[config.mk]
export PLATFORM = sky130hd
export DESIGN_NAME = nand_bch_page_check
export DESIGN_NICKNAME = d
export VERILOG_FILES = /design/src/rtl/nand_ecc_pkg.sv /design/src/rtl/bch_byte_step.sv /design/src/rtl/ecc_parity_bank.sv /design/src/rtl/nand_bch_page_check.sv
export SDC_FILE = /design/constraint.sdc
export NUM_CORES = 2
export LEC_CHECK = 0
export ABC_AREA = 1
export BUFFER_PORTS_ARGS = -buffer_cell sky130_fd_sc_hd__buf_2
export CAP_MARGIN = 30
export CORE_AREA = 5 5 484 534
export CTS_CLUSTER_SIZE = 12
export DETAILED_ROUTE_END_ITERATION = 8
export DIE_AREA = 0 0 489 539
export GPL_TIMING_DRIVEN = 0
export PLACE_DENSITY = 0.57
export SYNTH_ARGS = -nofsm -noshare
export SYNTH_HDL_FRONTEND = slang
export SYNTH_SLANG_ARGS = --single-unit
[constraint.sdc]
create_clock -name clk -period 13.75 [get_ports clk]
set_clock_uncertainty 0.1 [all_clocks]
set_input_delay 0 -clock clk [delete_from_list [all_inputs] [get_ports clk]]
set_output_delay 0 -clock clk [all_outputs]
set_load 0.02 [all_outputs]
[src/rtl/nand_ecc_pkg.sv]
package nand_ecc_pkg;
    typedef enum logic [2:0] {
        PH_IDLE = 3'd0,
        PH_MAIN = 3'd1,
        PH_MARK = 3'd2,
        PH_SLOT = 3'd3,
        PH_DONE = 3'd4
    } phase_e;

    localparam logic [1:0] SZ_2K = 2'b00;
    localparam logic [1:0] SZ_4K = 2'b01;
endpackage

[src/rtl/bch_byte_step.sv]
// Advances the running remainder by one byte, most significant bit first.
module bch_byte_step #(
    parameter int PAR_LO = 104,
    parameter int PAR_HI = 208,
    parameter logic [PAR_LO-1:0] G_LO = '0,
    parameter logic [PAR_HI-1:0] G_HI = '0
) (
    input  logic [PAR_HI-1:0] cur,
    input  logic [7:0]        din,
    input  logic              wide,
    output logic [PAR_HI-1:0] nxt
);
    logic [PAR_LO-1:0] rem_lo;
    logic [PAR_HI-1:0] rem_hi;
    logic              fb;

    always_comb begin
        rem_lo = cur[PAR_LO-1:0];
        rem_hi = cur;
        fb     = 1'b0;
        if (wide) begin
            for (int i = 7; i >= 0; i--) begin
                fb     = din[i] ^ rem_hi[PAR_HI-1];
                rem_hi = {rem_hi[PAR_HI-2:0], 1'b0};
                if (fb) rem_hi = rem_hi ^ G_HI;
            end
            nxt = rem_hi;
        end else begin
            for (int i = 7; i >= 0; i--) begin
                fb     = din[i] ^ rem_lo[PAR_LO-1];
                rem_lo = {rem_lo[PAR_LO-2:0], 1'b0};
                if (fb) rem_lo = rem_lo ^ G_LO;
            end
            nxt = {{(PAR_HI-PAR_LO){1'b0}}, rem_lo};
        end
    end
endmodule

[src/rtl/ecc_parity_bank.sv]
// Holds one left-justified parity word and an all-0xFF flag per sector.
module ecc_parity_bank #(
    parameter int DEPTH  = 8,
    parameter int PAR_W  = 208,
    parameter int IDX_W  = 3,
    parameter int SEL_W  = 5
) (
    input  logic             clk,
    input  logic             wr_en,
    input  logic [IDX_W-1:0] wr_idx,
    input  logic [PAR_W-1:0] wr_par,
    input  logic             wr_ff,
    input  logic [IDX_W-1:0] rd_idx,
    input  logic [SEL_W-1:0] rd_sel,
    output logic [7:0]       rd_byte,
    output logic             rd_ff
);
    logic [PAR_W-1:0] par_q [DEPTH];
    logic             ff_q  [DEPTH];
    logic [PAR_W-1:0] shifted;

    always_ff @(posedge clk) begin
        if (wr_en) begin
            par_q[wr_idx] <= wr_par;
            ff_q[wr_idx]  <= wr_ff;
        end
    end

    always_comb begin
        shifted = par_q[rd_idx] << {rd_sel, 3'b000};
        rd_byte = shifted[PAR_W-1 -: 8];
        rd_ff   = ff_q[rd_idx];
    end
endmodule

[src/rtl/nand_bch_page_check.sv]
module nand_bch_page_check
    import nand_ecc_pkg::*;
#(
    parameter int SECTOR_BYTES = 512,
    parameter int MARK_BYTES   = 2,
    parameter int MAX_SECTORS  = 8,
    parameter int PAR_LO       = 104,
    parameter int PAR_HI       = 208,
    parameter logic [PAR_LO-1:0] G_LO = 104'h9F3A_61C5_D28E_47B0_1E6D_95A3_3B,
    parameter logic [PAR_HI-1:0] G_HI =
        208'hC3A5_0F96_7E21_B84D_5A3C_E017_92F4_6B8D_13E5_A07C_4D29_86FB_5E31
) (
    input  logic                   clk,
    input  logic                   rst_n,
    input  logic                   page_start,
    input  logic [1:0]             page_size,
    input  logic                   data_valid,
    input  logic [7:0]             data_in,
    output logic [MAX_SECTORS-1:0] sector_err,
    output logic                   page_err,
    output logic                   pad_err,
    output logic                   page_done,
    output logic                   config_error
);
    localparam int SB_W   = $clog2(SECTOR_BYTES);
    localparam int SEC_W  = $clog2(MAX_SECTORS);
    localparam int NB_LO  = PAR_LO / 8;
    localparam int NB_HI  = PAR_HI / 8;
    localparam int SLOT_W = $clog2(NB_HI + 1);
    localparam int MK_W   = $clog2(MARK_BYTES + 1);

    typedef struct packed {
        phase_e                 ph;
        logic                   wide;
        logic [SB_W-1:0]        bcnt;
        logic [SEC_W-1:0]       sec;
        logic [MK_W-1:0]        mcnt;
        logic [SLOT_W-1:0]      scnt;
        logic [PAR_HI-1:0]      crc;
        logic                   dff;
        logic                   mism;
        logic                   pff;
        logic [MAX_SECTORS-1:0] serr;
        logic                   pad;
        logic                   done;
        logic                   cfg;
    } st_t;

    st_t st_d, st_q;

    logic [PAR_HI-1:0] step_nxt;
    logic              wr_en_d;
    logic [PAR_HI-1:0] wr_par_d;
    logic              wr_ff_d;
    logic [7:0]        rd_byte;
    logic              rd_ff;
    logic [SEC_W-1:0]  last_sec;
    logic [SLOT_W-1:0] nb_par;
    logic              erased;

    bch_byte_step #(
        .PAR_LO(PAR_LO), .PAR_HI(PAR_HI), .G_LO(G_LO), .G_HI(G_HI)
    ) u_step (
        .cur (st_q.crc),
        .din (data_in),
        .wide(st_q.wide),
        .nxt (step_nxt)
    );

    ecc_parity_bank #(
        .DEPTH(MAX_SECTORS), .PAR_W(PAR_HI), .IDX_W(SEC_W), .SEL_W(SLOT_W)
    ) u_bank (
        .clk    (clk),
        .wr_en  (wr_en_d),
        .wr_idx (st_q.sec),
        .wr_par (wr_par_d),
        .wr_ff  (wr_ff_d),
        .rd_idx (st_q.sec),
        .rd_sel (st_q.scnt),
        .rd_byte(rd_byte),
        .rd_ff  (rd_ff)
    );

    always_comb begin
        st_d      = st_q;
        st_d.done = 1'b0;
        wr_en_d   = 1'b0;
        wr_ff_d   = st_q.dff & (data_in == 8'hFF);
        wr_par_d  = st_q.wide ? step_nxt : (step_nxt << (PAR_HI - PAR_LO));
        last_sec  = st_q.wide ? SEC_W'(MAX_SECTORS - 1) : SEC_W'(MAX_SECTORS / 2 - 1);
        nb_par    = st_q.wide ? SLOT_W'(NB_HI) : SLOT_W'(NB_LO);
        erased    = rd_ff & st_q.pff & (data_in == 8'hFF);

        if (page_start) begin
            st_d      = '0;
            st_d.dff  = 1'b1;
            st_d.pff  = 1'b1;
            if (page_size == SZ_2K || page_size == SZ_4K) begin
                st_d.ph   = PH_MAIN;
                st_d.wide = (page_size == SZ_4K);
            end else begin
                st_d.ph  = PH_IDLE;
                st_d.cfg = 1'b1;
            end
        end else if (data_valid) begin
            unique case (st_q.ph)
                PH_MAIN: begin
                    st_d.crc = step_nxt;
                    st_d.dff = wr_ff_d;
                    if (st_q.bcnt == SB_W'(SECTOR_BYTES - 1)) begin
                        wr_en_d   = 1'b1;
                        st_d.crc  = '0;
                        st_d.dff  = 1'b1;
                        st_d.bcnt = '0;
                        if (st_q.sec == last_sec) begin
                            st_d.sec  = '0;
                            st_d.mcnt = '0;
                            st_d.ph   = PH_MARK;
                        end else begin
                            st_d.sec = st_q.sec + 1'b1;
                        end
                    end else begin
                        st_d.bcnt = st_q.bcnt + 1'b1;
                    end
                end
                PH_MARK: begin
                    if (st_q.mcnt == MK_W'(MARK_BYTES - 1)) begin
                        st_d.ph   = PH_SLOT;
                        st_d.scnt = '0;
                        st_d.mism = 1'b0;
                        st_d.pff  = 1'b1;
                    end else begin
                        st_d.mcnt = st_q.mcnt + 1'b1;
                    end
                end
                PH_SLOT: begin
                    if (st_q.scnt < nb_par) begin
                        st_d.mism = st_q.mism | (data_in != rd_byte);
                        st_d.pff  = st_q.pff & (data_in == 8'hFF);
                        st_d.scnt = st_q.scnt + 1'b1;
                    end else begin
                        st_d.serr[st_q.sec] = ~erased & st_q.mism;
                        st_d.pad  = st_q.pad | (~erased & (data_in != 8'h00));
                        st_d.scnt = '0;
                        st_d.mism = 1'b0;
                        st_d.pff  = 1'b1;
                        if (st_q.sec == last_sec) begin
                            st_d.ph   = PH_DONE;
                            st_d.done = 1'b1;
                        end else begin
                            st_d.sec = st_q.sec + 1'b1;
                        end
                    end
                end
                default: ;
            endcase
        end
    end

    always_ff @(posedge clk or negedge rst_n) begin
        if (!rst_n) st_q <= '0;
        else        st_q <= st_d;
    end

    assign sector_err   = st_q.serr;
    assign page_err     = |st_q.serr;
    assign pad_err      = st_q.pad;
    assign page_done    = st_q.done;
    assign config_error = st_q.cfg;
endmodule

==> impl_metrics.tcl <==
set metrics [dict create \
    synthTopCellsByArea "edfxtp_1 (57%), nand2_1 (13%), dfrtp_1 (7.0%)" \
    ioPinCount 26 \
    fillers 24120 \
    die_area_mm2 0.2636 \
    cellPowerDensity_mw_per_mm2 274.8 \
    placed_area_mm2 0.09797 \
    clk_latency_ps 920 \
    final_nets 9245 \
    avgSynthCellArea_um2 10.22 \
    vias_per_cell 5.675 \
    root_buffer "clkbuf_16" \
    power.net_switching_mw 14.24 \
    rows 194 \
    start_util 0.3480 \
    ys_ff_latch 1917 \
    fin_setup_tns_ps 0 \
    port_buffers 23 \
    slew_headroom 0.1713 \
    dp_slack_ps 7291 \
    p_leak_nw 42.10 \
    grt_pass1_vias 65340 \
    grt_pass1_wl_mm 600.7 \
    synth_area_mm2 0.08795 \
    drt-pass1-iter-count 9 \
    path_cells "clkbuf_1, inv_2, nand3_1, inv_2, buf_2, nand2_1, nand2_1, nor2_1, nand3_1, nand3_1, a21oi_1, nor2_1, nand2_1, nand3_1, nand2_1, nand2_1, dlygate4sd3_1, nor2_1, dlygate4sd3_1, nand2_1, dlygate4sd3_1, nand2_1, a21oi_1" \
    dpl.hpwl_mm 345.5 \
    clock.fmax_mhz 135.6 \
    vias 72270 \
    syn-num-nets 8631 \
    setup_viol 0 \
    fin_crit_ps 7374 \
    ys_seq_area_frac 0.6406 \
    crit_family "buffers and inverters" \
    routedWlPerCell_um 36.05 \
    grt_max_degree 88 \
    drc 0 \
    htreeDepth 4 \
    numClockSinks 1917 \
    tightest_slew_ps 1235 \
    gp_congestion 1.055 \
    worst_setup_path_start_kind "flip-flop" \
    area_growth_pct 19.37 \
    slowest_stage "nand3_1" \
    slew_violations 0 \
    core_area_mm2 0.2527 \
    fin_ws_ps 6376 \
    finalHoldViolCount 0 \
    async_reset_ff_frac 0.1278 \
    cpMostUsedCell "nand2_1" \
    grt_use_total 0.3391 \
    post_route_cells_drive_above_1_share 0.09916 \
    placed_cells 12310 \
    yosys.area.top_type_share 0.5709 \
    cts_buffers 206 \
    hold_path_class "in2reg" \
    cp_slowest_stage_delay_ps 900 \
    status "finished, final reports clean" \
    synth_top_area_cell "edfxtp_1" \
    synth_most_common_cell "nand2_1" \
    path_class "reg2reg" \
    synth.distinct_cells 59 \
    drt_wl_total_mm 459.1 \
    die_h_um 539 \
    comb_power_share 0.526 \
    power_mw 28.85 \
    antenna_found_initial 38 \
    syn_inst 8609 \
    cts_resized 0 \
    fin_area_mm2 0.1050 \
    swShare 0.4935 \
    yosys_warnings 0 \
    drv_cap 0 \
    p_int_mw 14.61 \
    rsz0062_at_grt "false" \
    ant_nets 0 \
    p_clk_frac 0.193 \
    cp_num_buf_inv 7 \
    instances_no_fill 12730 \
    vdd_drop_max_v 0.0002115 \
    synth_common_cells "nand2_1 (3041), edfxtp_1 (1672), nand3_1 (572), xor2_1 (547), nor2_1 (481)" \
    p_seq_frac 0.281 \
    critPathCaptureType "flip-flop" \
    synth_edf_count 1672 \
    period_share 0.5363 \
    clkTransAtPathRegs_ps 60 \
    cts.path.max_buffers 3 \
    yosys_most_used_dff "edfxtp_1" \
    chipWidth_um 489 \
    grt_overflow_total 0 \
    drt-initial-drc-count 11580 \
    path_max_fanout 11 \
    required_ps 14390 \
    cts_tree "done" \
    cp_data_arrival_time_ps 8020 \
]
[tightest hold or removal path, delay by kind of cell]
family                 cells  cell delay (ps)
buffers and inverters      1              210
XOR/XNOR                   1              580
AND/OR/NAND/NOR            3              250
[final cells by class]
class                   count  area [um2]  share of cell area
clock inverters            88       973.4            0.009272
inverters                 459        1735             0.01653
plain buffers             483        2110             0.02009
well taps                3332        4169             0.03971
repair buffers            406        6000             0.05715
diodes                     23       57.56           0.0005482
multi-input cells        5750       28010              0.2668
flip-flops and latches   1917       56340              0.5367
clock buffers             276        5592             0.05326
[power groups by stage]
stage / combinational (mW) / sequential [mW] / clock, mW
3_3_place_gp: 12.8 / 8.31 / 0
6_report: 15.2 / 8.11 / 5.57
2_1_floorplan: 5.95 / 8.14 / 0
5_1_grt: 15.2 / 8.11 / 5.81
3_5_place_dp: 14.3 / 8.22 / 0
4_1_cts: 14.4 / 8.10 / 5.58
[cells in the final DEF, fill, tap and decap left out, types with 25 or more instances in the layout]
| cell type | instances |
|---|---|
| a21oi_1 | 250 |
| dfrtp_1 | 245 |
| buf_2 | 79 |
| o21ai_1 | 84 |
| buf_12 | 67 |
| buf_6 | 77 |
| clkbuf_2 | 28 |
| buf_8 | 147 |
| buf_1 | 57 |
| nand2_2 | 25 |
| xnor2_1 | 88 |
| nor3_1 | 42 |
| inv_1 | 426 |
| nor2_1 | 469 |
| o22ai_1 | 63 |
| clkinv_1 | 45 |
| o21ai_0 | 250 |
| buf_4 | 61 |
| clkbuf_16 | 209 |
| edfxtp_1 | 1672 |
| xor2_1 | 545 |
| clkbuf_1 | 365 |
| buf_16 | 39 |
| nand2_1 | 3041 |
| nand3_1 | 572 |
| or2_2 | 29 |
| nand4_1 | 101 |
[metrics by stage]
stage / utilization / hold slack, ps
after global placement: 0.3650 / 159.6
after floorplan: - / -395.6
after detailed placement: 0.3877 / 12.59
after global routing: 0.4152 / 103.7
final: 0.4155 / 97.13
after CTS: 0.4147 / 60.17
[timing repair]
action	4_1_cts	5_1_grt
setup buffers	0	0
hold buffers	23	0
hold endpoints to repair	215	0
[registers in the layout, summed over array words and instances, names as in the netlist]
signal,flops
u_bank.ff_q,8
pad_err,1
sector_err,8
page_done,1
config_error,1
st_q,234
u_bank.par_q,1664
[cell families after synthesis]
logic type               share of synthesized area
AND/OR/NAND/NOR                             0.2033
flip-flops                                  0.6406
buffers and inverters                      0.04308
AO/OA/AOI/OAI                              0.04343
XOR/XNOR                                   0.06833
adder cells (fa/ha/maj)                   0.001138
multiplexers                             0.0001138
[final timing paths]
path	from	slack, ps	cells past startpoint	endpoint
setup reg to reg	st_q[229]	6380	23	st_q[12]
hold / removal	data_in[3]	100	5	st_q[26]
max in group asynchronous	rst_n	12420	5	st_q[63]
hold reg to reg	st_q[227]	390	1	st_q[227]
min in group asynchronous	rst_n	130	4	st_q[200]
setup / recovery	st_q[229]	6380	23	st_q[12]
[metal layers]
layer | wire length [um] | track usage
met3 | 52750 | 0.08090
met4 | 45140 | 0.2670
met2 | 195900 | 0.5007
met1 | 165200 | 0.4261
met5 | 43 | 0
Note: power is estimated with default switching activity, not from simulation.
